--- config.mk ---
export PLATFORM = sky130hd
export DESIGN_NAME = match_watchdog
export DESIGN_NICKNAME = d
export VERILOG_FILES = /design/src/rtl/wdt_pkg.sv /design/src/rtl/wdt_count_fsm.sv /design/src/rtl/wdt_pulse_gen.sv /design/src/rtl/wdt_regs.sv /design/src/rtl/match_watchdog.sv
export SDC_FILE = /design/constraint.sdc
export NUM_CORES = 1
export LEC_CHECK = 0
export BUFFER_PORTS_ARGS = -buffer_cell sky130_fd_sc_hd__clkbuf_2
export CORE_UTILIZATION = 28
export CTS_CLUSTER_SIZE = 25
export DETAILED_ROUTE_END_ITERATION = 8
export PLACE_DENSITY = 0.46
export REMOVE_ABC_BUFFERS = 1
export SYNTH_ARGS = -nofsm -noshare
export SYNTH_HDL_FRONTEND = slang
export SYNTH_SLANG_ARGS = --single-unit
--- constraint.sdc ---
create_clock -name clk -period 2.77 [get_ports clk]
set_clock_uncertainty 0.2 [all_clocks]
set_input_delay 0.1385 -clock clk [delete_from_list [all_inputs] [get_ports clk]]
set_output_delay 0.1385 -clock clk [all_outputs]
set_load 0.05 [all_outputs]
--- src/rtl/wdt_pkg.sv ---
package wdt_pkg;
    localparam int OFS_FLAG  = 'h00;
    localparam int OFS_CTRL  = 'h04;
    localparam int OFS_CNT   = 'h08;
    localparam int OFS_ACT   = 'h0C;
    localparam int OFS_MATCH = 'h10;
    localparam int OFS_PIN   = 'h14;
    localparam int OFS_PW    = 'h18;
    localparam int OFS_CAUSE = 'h1C;

    typedef enum logic [1:0] {
        CS_IDLE   = 2'd0,
        CS_RUN    = 2'd1,
        CS_FLUSH  = 2'd2,
        CS_FROZEN = 2'd3
    } cnt_state_e;

    typedef enum logic {
        PS_IDLE   = 1'b0,
        PS_ACTIVE = 1'b1
    } pulse_state_e;

    typedef enum logic [1:0] {
        PA_KEEP   = 2'd0,
        PA_LOW    = 2'd1,
        PA_HIGH   = 2'd2,
        PA_INVERT = 2'd3
    } pin_act_e;
endpackage

--- src/rtl/wdt_count_fsm.sv ---
module wdt_count_fsm
    import wdt_pkg::*;
#(
    parameter int CNT_W = 32
) (
    input  logic             clk,
    input  logic             rst_n,
    input  logic             tick,
    input  logic             cnt_en,
    input  logic             freeze_en,
    input  logic             dbg_halt,
    input  logic             clr_req,
    input  logic [CNT_W-1:0] match_val,
    input  logic             rst_on_match,
    input  logic             stop_on_match,
    output logic [CNT_W-1:0] cnt_val,
    output logic             match_hit,
    output cnt_state_e       state_o
);
    cnt_state_e       state_q, state_d;
    logic [CNT_W-1:0] cnt_q;
    logic             eq_q;
    logic             frz;
    logic             eq_now;
    logic             advance;

    assign frz = freeze_en & dbg_halt;

    // state register
    always_ff @(posedge clk or negedge rst_n) begin
        if (!rst_n) state_q <= CS_IDLE;
        else        state_q <= state_d;
    end

    // transitions
    always_comb begin
        state_d = state_q;
        unique case (state_q)
            CS_IDLE: begin
                if (clr_req)     state_d = CS_FLUSH;
                else if (cnt_en) state_d = frz ? CS_FROZEN : CS_RUN;
            end
            CS_RUN: begin
                if (clr_req)      state_d = CS_FLUSH;
                else if (!cnt_en) state_d = CS_IDLE;
                else if (frz)     state_d = CS_FROZEN;
            end
            CS_FROZEN: begin
                if (clr_req)      state_d = CS_FLUSH;
                else if (!cnt_en) state_d = CS_IDLE;
                else if (!frz)    state_d = CS_RUN;
            end
            CS_FLUSH: begin
                if (clr_req)     state_d = CS_FLUSH;
                else if (cnt_en) state_d = frz ? CS_FROZEN : CS_RUN;
                else             state_d = CS_IDLE;
            end
        endcase
    end

    // outputs
    always_comb begin
        eq_now    = (state_q == CS_RUN) && cnt_en && (cnt_q == match_val);
        match_hit = eq_now && !eq_q;
        advance   = (state_q == CS_RUN) && cnt_en && !frz && tick;
    end

    always_ff @(posedge clk or negedge rst_n) begin
        if (!rst_n) begin
            cnt_q <= '0;
            eq_q  <= 1'b0;
        end else begin
            eq_q <= eq_now;
            if (state_q == CS_FLUSH)            cnt_q <= '0;
            else if (match_hit && rst_on_match) cnt_q <= '0;
            else if (match_hit && stop_on_match) cnt_q <= cnt_q;
            else if (advance)                   cnt_q <= cnt_q + CNT_W'(1);
        end
    end

    assign cnt_val = cnt_q;
    assign state_o = state_q;
endmodule

--- src/rtl/wdt_pulse_gen.sv ---
module wdt_pulse_gen
    import wdt_pkg::*;
#(
    parameter int PW_W  = 16,
    parameter int EXTRA = 2
) (
    input  logic            clk,
    input  logic            rst_n,
    input  logic            start,
    input  logic [PW_W-1:0] width,
    output logic            active
);
    localparam int LW = PW_W + 2;

    pulse_state_e   state_q, state_d;
    logic [LW-1:0]  remain_q;

    // state register
    always_ff @(posedge clk or negedge rst_n) begin
        if (!rst_n) state_q <= PS_IDLE;
        else        state_q <= state_d;
    end

    always_comb begin
        state_d = state_q;
        unique case (state_q)
            PS_IDLE:   if (start) state_d = PS_ACTIVE;
            PS_ACTIVE: if (remain_q == '0) state_d = PS_IDLE;
        endcase
    end

    always_ff @(posedge clk or negedge rst_n) begin
        if (!rst_n) begin
            remain_q <= '0;
        end else if (state_q == PS_IDLE) begin
            if (start) remain_q <= LW'(width) + LW'(EXTRA - 1);
        end else if (remain_q != '0) begin
            remain_q <= remain_q - LW'(1);
        end
    end

    // outputs
    always_comb active = (state_q == PS_ACTIVE);
endmodule

--- src/rtl/wdt_regs.sv ---
module wdt_regs
    import wdt_pkg::*;
#(
    parameter int ADDR_W = 5,
    parameter int DATA_W = 32,
    parameter int CNT_W  = 32,
    parameter int PW_W   = 16
) (
    input  logic              clk,
    input  logic              rst_n,
    input  logic [ADDR_W-1:0] addr,
    input  logic              wr_en,
    input  logic              rd_en,
    input  logic [DATA_W-1:0] wdata,
    output logic [DATA_W-1:0] rdata,
    input  logic [CNT_W-1:0]  cnt_val,
    input  logic              match_hit,
    input  logic              cause_q,
    output logic              cnt_en,
    output logic              freeze_en,
    output logic              clr_req,
    output logic [6:0]        act_bits,
    output logic [CNT_W-1:0]  match_val,
    output logic [PW_W-1:0]   pulse_w,
    output logic              irq,
    output logic              match_out
);
    localparam int ACT_W = 7;

    logic              en_q, frz_q, flag_q, pin_q, pin_d;
    logic [ACT_W-1:0]  act_q;
    logic [CNT_W-1:0]  match_q;
    logic [PW_W-1:0]   pw_q;
    pin_act_e          pin_act_q;
    logic              wr_flag, wr_ctrl, wr_act, wr_match, wr_pin, wr_pw;

    assign wr_flag  = wr_en && (addr == ADDR_W'(OFS_FLAG));
    assign wr_ctrl  = wr_en && (addr == ADDR_W'(OFS_CTRL));
    assign wr_act   = wr_en && (addr == ADDR_W'(OFS_ACT));
    assign wr_match = wr_en && (addr == ADDR_W'(OFS_MATCH));
    assign wr_pin   = wr_en && (addr == ADDR_W'(OFS_PIN));
    assign wr_pw    = wr_en && (addr == ADDR_W'(OFS_PW));

    assign clr_req  = wr_ctrl && wdata[1];

    always_comb begin
        pin_d = pin_q;
        if (match_hit) begin
            unique case (pin_act_q)
                PA_KEEP:   pin_d = pin_q;
                PA_LOW:    pin_d = 1'b0;
                PA_HIGH:   pin_d = 1'b1;
                PA_INVERT: pin_d = ~pin_q;
            endcase
        end else if (wr_pin) begin
            pin_d = wdata[0];
        end
    end

    always_ff @(posedge clk or negedge rst_n) begin
        if (!rst_n) begin
            en_q      <= 1'b0;
            frz_q     <= 1'b0;
            flag_q    <= 1'b0;
            pin_q     <= 1'b0;
            act_q     <= '0;
            match_q   <= '0;
            pw_q      <= '0;
            pin_act_q <= PA_KEEP;
        end else begin
            pin_q <= pin_d;
            if (wr_ctrl) begin
                en_q  <= wdata[0];
                frz_q <= wdata[2];
            end else if (match_hit && act_q[2]) begin
                en_q <= 1'b0;
            end
            if (match_hit && act_q[0])   flag_q <= 1'b1;
            else if (wr_flag && wdata[0]) flag_q <= 1'b0;
            if (wr_act)   act_q     <= wdata[ACT_W-1:0];
            if (wr_match) match_q   <= CNT_W'(wdata);
            if (wr_pw)    pw_q      <= wdata[PW_W-1:0];
            if (wr_pin)   pin_act_q <= pin_act_e'(wdata[5:4]);
        end
    end

    always_comb begin
        rdata = '0;
        if (rd_en) begin
            case (addr)
                ADDR_W'(OFS_FLAG):  rdata = DATA_W'(flag_q);
                ADDR_W'(OFS_CTRL):  rdata = DATA_W'({frz_q, 1'b0, en_q});
                ADDR_W'(OFS_CNT):   rdata = DATA_W'(cnt_val);
                ADDR_W'(OFS_ACT):   rdata = DATA_W'(act_q);
                ADDR_W'(OFS_MATCH): rdata = DATA_W'(match_q);
                ADDR_W'(OFS_PIN):   rdata = DATA_W'({pin_act_q, 3'b000, pin_q});
                ADDR_W'(OFS_PW):    rdata = DATA_W'(pw_q);
                ADDR_W'(OFS_CAUSE): rdata = DATA_W'(cause_q);
                default:            rdata = '0;
            endcase
        end
    end

    assign cnt_en    = en_q;
    assign freeze_en = frz_q;
    assign act_bits  = act_q;
    assign match_val = match_q;
    assign pulse_w   = pw_q;
    assign irq       = flag_q;
    assign match_out = pin_q;
endmodule

--- src/rtl/match_watchdog.sv ---
module match_watchdog
    import wdt_pkg::*;
#(
    parameter int ADDR_W      = 5,
    parameter int DATA_W      = 32,
    parameter int CNT_W       = 32,
    parameter int PW_W        = 16,
    parameter int PULSE_EXTRA = 2
) (
    input  logic              clk,
    input  logic              rst_n,
    input  logic              por_n,
    input  logic              tick,
    input  logic              dbg_halt,
    input  logic [ADDR_W-1:0] bus_addr,
    input  logic              bus_wr,
    input  logic              bus_rd,
    input  logic [DATA_W-1:0] bus_wdata,
    output logic [DATA_W-1:0] bus_rdata,
    output logic              irq,
    output logic              match_out,
    output logic              rst_int_o,
    output logic              rst_ext_o
);
    localparam int N_RST = 2;

    logic             cnt_en, freeze_en, clr_req, match_hit, cause_q;
    logic [6:0]       act_bits;
    logic [CNT_W-1:0] match_val, cnt_val;
    logic [PW_W-1:0]  pulse_w;
    logic [N_RST-1:0] pulse_start, pulse_act, pulse_force;
    cnt_state_e       cnt_state;

    wdt_regs #(
        .ADDR_W(ADDR_W), .DATA_W(DATA_W), .CNT_W(CNT_W), .PW_W(PW_W)
    ) u_regs (
        .clk(clk), .rst_n(rst_n),
        .addr(bus_addr), .wr_en(bus_wr), .rd_en(bus_rd),
        .wdata(bus_wdata), .rdata(bus_rdata),
        .cnt_val(cnt_val), .match_hit(match_hit), .cause_q(cause_q),
        .cnt_en(cnt_en), .freeze_en(freeze_en), .clr_req(clr_req),
        .act_bits(act_bits), .match_val(match_val), .pulse_w(pulse_w),
        .irq(irq), .match_out(match_out)
    );

    wdt_count_fsm #(.CNT_W(CNT_W)) u_count (
        .clk(clk), .rst_n(rst_n), .tick(tick),
        .cnt_en(cnt_en), .freeze_en(freeze_en), .dbg_halt(dbg_halt),
        .clr_req(clr_req), .match_val(match_val),
        .rst_on_match(act_bits[1]), .stop_on_match(act_bits[2]),
        .cnt_val(cnt_val), .match_hit(match_hit), .state_o(cnt_state)
    );

    // index 0: internal reset, index 1: external reset
    for (genvar g = 0; g < N_RST; g++) begin : g_rst
        assign pulse_start[g] = match_hit && act_bits[3 + g];
        assign pulse_force[g] = act_bits[5 + g];
        wdt_pulse_gen #(.PW_W(PW_W), .EXTRA(PULSE_EXTRA)) u_pulse (
            .clk(clk), .rst_n(rst_n),
            .start(pulse_start[g]), .width(pulse_w),
            .active(pulse_act[g])
        );
    end

    assign rst_int_o = pulse_act[0] | pulse_force[0];
    assign rst_ext_o = pulse_act[1] | pulse_force[1];

    always_ff @(posedge clk or negedge por_n) begin
        if (!por_n)         cause_q <= 1'b0;
        else if (rst_int_o) cause_q <= 1'b1;
    end
endmodule

==> metrics.md <==
| Metric | Value |
|---|---|
| Status | finished clean |
| CTS tree | yes |
| Initial Util | between 20% and 30% |
| Worst Setup Slack, final | 0.0647 ns |
| Max-cap violations | 0 |
| CP top delay family | simple AND/OR/NAND/NOR gates |
| Area fraction of the dominant cell type after synthesis | between 40 and 50% |
| Peak supply drop | about 420 uV |
| ANT nets after route | 0 |
| Ant. Diodes | 0 |
| Post-Synth Simple-Gate Area | between 20 and 25% |
| Ranking of synthesized cells by area | dfrtp_1 (41%), mux2_2 (8.0%), xnor2_1 (4.2%), nand2_1 (3.5%), a22oi_1 (3.1%) |
| Metal-1 WL | approximately 12 mm |
| CTS root buf | clkbuf_16 |
| Worst rel slew slack | between 60% and 70% |
| Netlist cell types | 73 |
| CP Data Required Time | roughly 2.9 ns |
| Syn Inst Count | 905 |
| Slowest library cell on the worst path | or4_4 |
| Placed Cells incl. Taps | about 1400 |
| Layout cells sized above 1 | ~28% |
| Initial antenna violation count | 0 |
| Pwr dens | approximately 530 nW/um^2 |
| TritonRoute pass-1 iters | 7 |
| Async SR Flop Fraction | 100% |
| DP Wirelength | 20.2 mm |
| Top FF cell, synth | dfrtp_1 |
| Multiplexer share of the synthesized area | under 10% |
| Slowest stage delay, CP | approximately 0.57 ns |
| Leading cell type in the layout, fill and taps excluded | dfrtp_1 |
| Number of synthesized flops with an enable pin | 0 |
| Leak Pwr | roughly 0.0047 uW |
| Worst-skew pair later-pin latency | approximately 0.44 ns |
| DR top layer | met4 |
| RSZ-0062 raised after global routing | no |
| Area growth, synth to finish | 34.4% |
| Vias in the first global route | approximately 7600 |
| Overall routing resource usage | 18.4% |
| Crit path DAT | roughly 2.8 ns |
| Compound-Gate Fraction of Synth Area | 18.8% |
| CTS max path bufs | 2 |
| F_max | ~370 MHz |
| Die width | 175 um |
| Drt wl/cell | roughly 19 um |
| Worst-Margin Slew | approximately 0.58 ns |
| Final period utilization | a little over nine tenths |
| Pre-CTS WS | -0.0569 ns |
| Final Non-Filler Cells | approximately 1500 |
| Global route overflow | 0 |
| Final core occ | approximately two fifths |
| Largest family of logic cells by synthesized area | simple AND/OR/NAND/NOR gates |
| Commonest cells after routing, fill and taps aside | dfrtp_1 (135), buf_4 (92), nand2_1 (77) |
| CTS buffer count | 17 |
| Worst-path maximum fanout | 24 |
| FF+latch count, synth | roughly 140 |
| Syn Std Cell Area | 8330 um^2 |
| Post-Syn Area per Cell | a little over 9 um^2 |
| Metal3 WL | roughly 1.1 mm |
| # IOs | 80 |
| Synth Area in XOR/XNOR | under 10% |
| Hold WC Path Type | input pin to asynchronous set/reset pin |
| Slew Limit Fails | 0 |
| TritonCTS Sinks | 135 |
| Crit path cell chain | xnor2_2, nand4_1, or4_4, buf_4, nor4_4, buf_6, clkbuf_16, or4_1, a21oi_1 |
| Hold Vio Cnt, Final | 0 |
| Via density | 5.26 |
| Worst setup SP type | register |
| RePlAce Congestion | ~0.82 |
| DRC viols | 0 |
| # fillers | ~2900 |
| Area leader, netlist | dfrtp_1 |
| Die Height | about 170 um |
| Post-Route Hold Slack | between 0.04 and 0.05 ns |
| Buf/Inv on CP | 3 |
| Final min period | ~2.7 ns |
| Aggregate routed wire length | 27.8 mm |
| Htree depth | 4 |
| Final #Nets | between 1000 and 1500 |
| Yosys warning total | 0 |
| Worst-path clk slew | roughly 0.060 ns |
| DR vias | just under 8000 |
| Die area | roughly 30000 um^2 |
| CORE AREA | roughly 29000 um^2 |
| Register area share after synthesis | between 40% and 50% |
| First-pass GRT wire length | around 44 mm |
| Row cnt | 62 |
| Largest net degree at the start of global routing | 53 |
| Critical path class | register to register |
| PortBufs | around 80 |
| Crit end category | register |
| DR WL met2 | 13.8 mm |
| Final setup fails | 0 |
| Post-Synth Adder-Cell Area | less than 1% |
| DRT iter0 DRCs | ~430 |
[cell usage after synthesis, types with 8 or more instances]
cell type  instances
nor4_1            15
a22o_1            14
a31oi_1           11
nand2_1           77
nand3_1           39
a2bb2oi_1         10
buf_2             10
nand4_1           25
o2bb2a_1           8
a21oi_1           43
clkbuf_1          46
o31ai_1           12
xnor2_1           40
a22oi_1           34
nor2_1            67
dfrtp_1          135
nor3_1            17
and3_1            13
inv_1             19
mux2_2            59
o22ai_1           17
or4_1             12
o21ai_0           42
or3_1             20
[routing by layer]
| metal | GRT usage, % | vias up |
|---|---|---|
| met2 | 31.0 | 195 |
| met3 | 2.95 | 34 |
| met5 | 0 | - |
| li1 | - | 3721 |
| met1 | 24.3 | 3799 |
| met4 | 5.51 | 0 |
[cell type report]
| type | count | area (um^2) | share of cell area, % |
|---|---|---|---|
| repair buffers | 218 | 1970 | 17.6 |
| flip-flops and latches | 135 | 3380 | 30.2 |
| multi-input cells | 684 | 4690 | 41.9 |
| clock buffers | 21 | 480 | 4.29 |
| well taps | 384 | 480 | 4.29 |
| clock inverters | 11 | 123 | 1.09 |
| inverters | 20 | 75.1 | 0.670 |
[where the power goes]
| group | internal, uW | switching, uW |
|---|---|---|
| clock | 1420 | 932 |
| combinational | 590 | 583 |
| sequential | 2180 | 244 |
| total | 4190 | 1760 |
[per-stage QoR]
step           instance area [um^2]  TNS [ns]  power, uW
6_report                      11200         0       5950
5_1_grt                       11200         0       6210
4_1_cts                       11000         0       5950
3_5_place_dp                  10000    -0.783       3530
3_3_place_gp                  10000     -1.21       3530
2_1_floorplan                  8030    -54.63       3010
[sequential cells by signal (all words and copies together), names as in the netlist]
| name | flops |
|---|---|
| cause_q | 1 |
| g_rst.u_pulse.active | 2 |
| g_rst.u_pulse.remain_q | 36 |
| u_count.cnt_val | 32 |
| u_count.eq_q | 1 |
| u_count.state_o | 2 |
| u_regs.act_bits | 7 |
| u_regs.cnt_en | 1 |
| u_regs.freeze_en | 1 |
| u_regs.irq | 1 |
| u_regs.match_out | 1 |
| u_regs.match_val | 32 |
| u_regs.pin_act_q | 2 |
| u_regs.pulse_w | 16 |
[cell families (layout without fill, tap and decap cells)]
kind of cell    after synthesis  count (layout)
compound gates              229             229
xor+xnor                     47              47
fa+ha+maj                     6               6
buf+inv                      86             270
flops                       135             135
mux                          62              62
simple gates                340             340
[worst paths after layout]
kind | to | depth (start not counted) | slack, ns | start
min reg2reg | g_rst[0].u_pulse.remain_q[14] | 1 | 0.31 | g_rst[0].u_pulse.remain_q[14]
min in group clk | u_regs.match_out | 6 | 0.14 | bus_addr[0]
max in group asynchronous | g_rst[0].u_pulse.remain_q[7] | 3 | 1.58 | rst_n
max | u_count.cnt_val[20] | 9 | 0.06 | u_regs.match_val[17]
min | g_rst[1].u_pulse.remain_q[12] | 2 | 0.05 | rst_n
max reg2reg | u_count.cnt_val[20] | 9 | 0.06 | u_regs.match_val[17]
[timing repair]
action,in CTS,in global routing
endpoints found under the setup margin,39,57
pin swaps,0,4
setup buffers,0,2
gates cloned,0,2
hold buffers,39,0
resized for setup,2,17
endpoints found under the hold margin,125,0
Power figures use the tool's default switching activity.
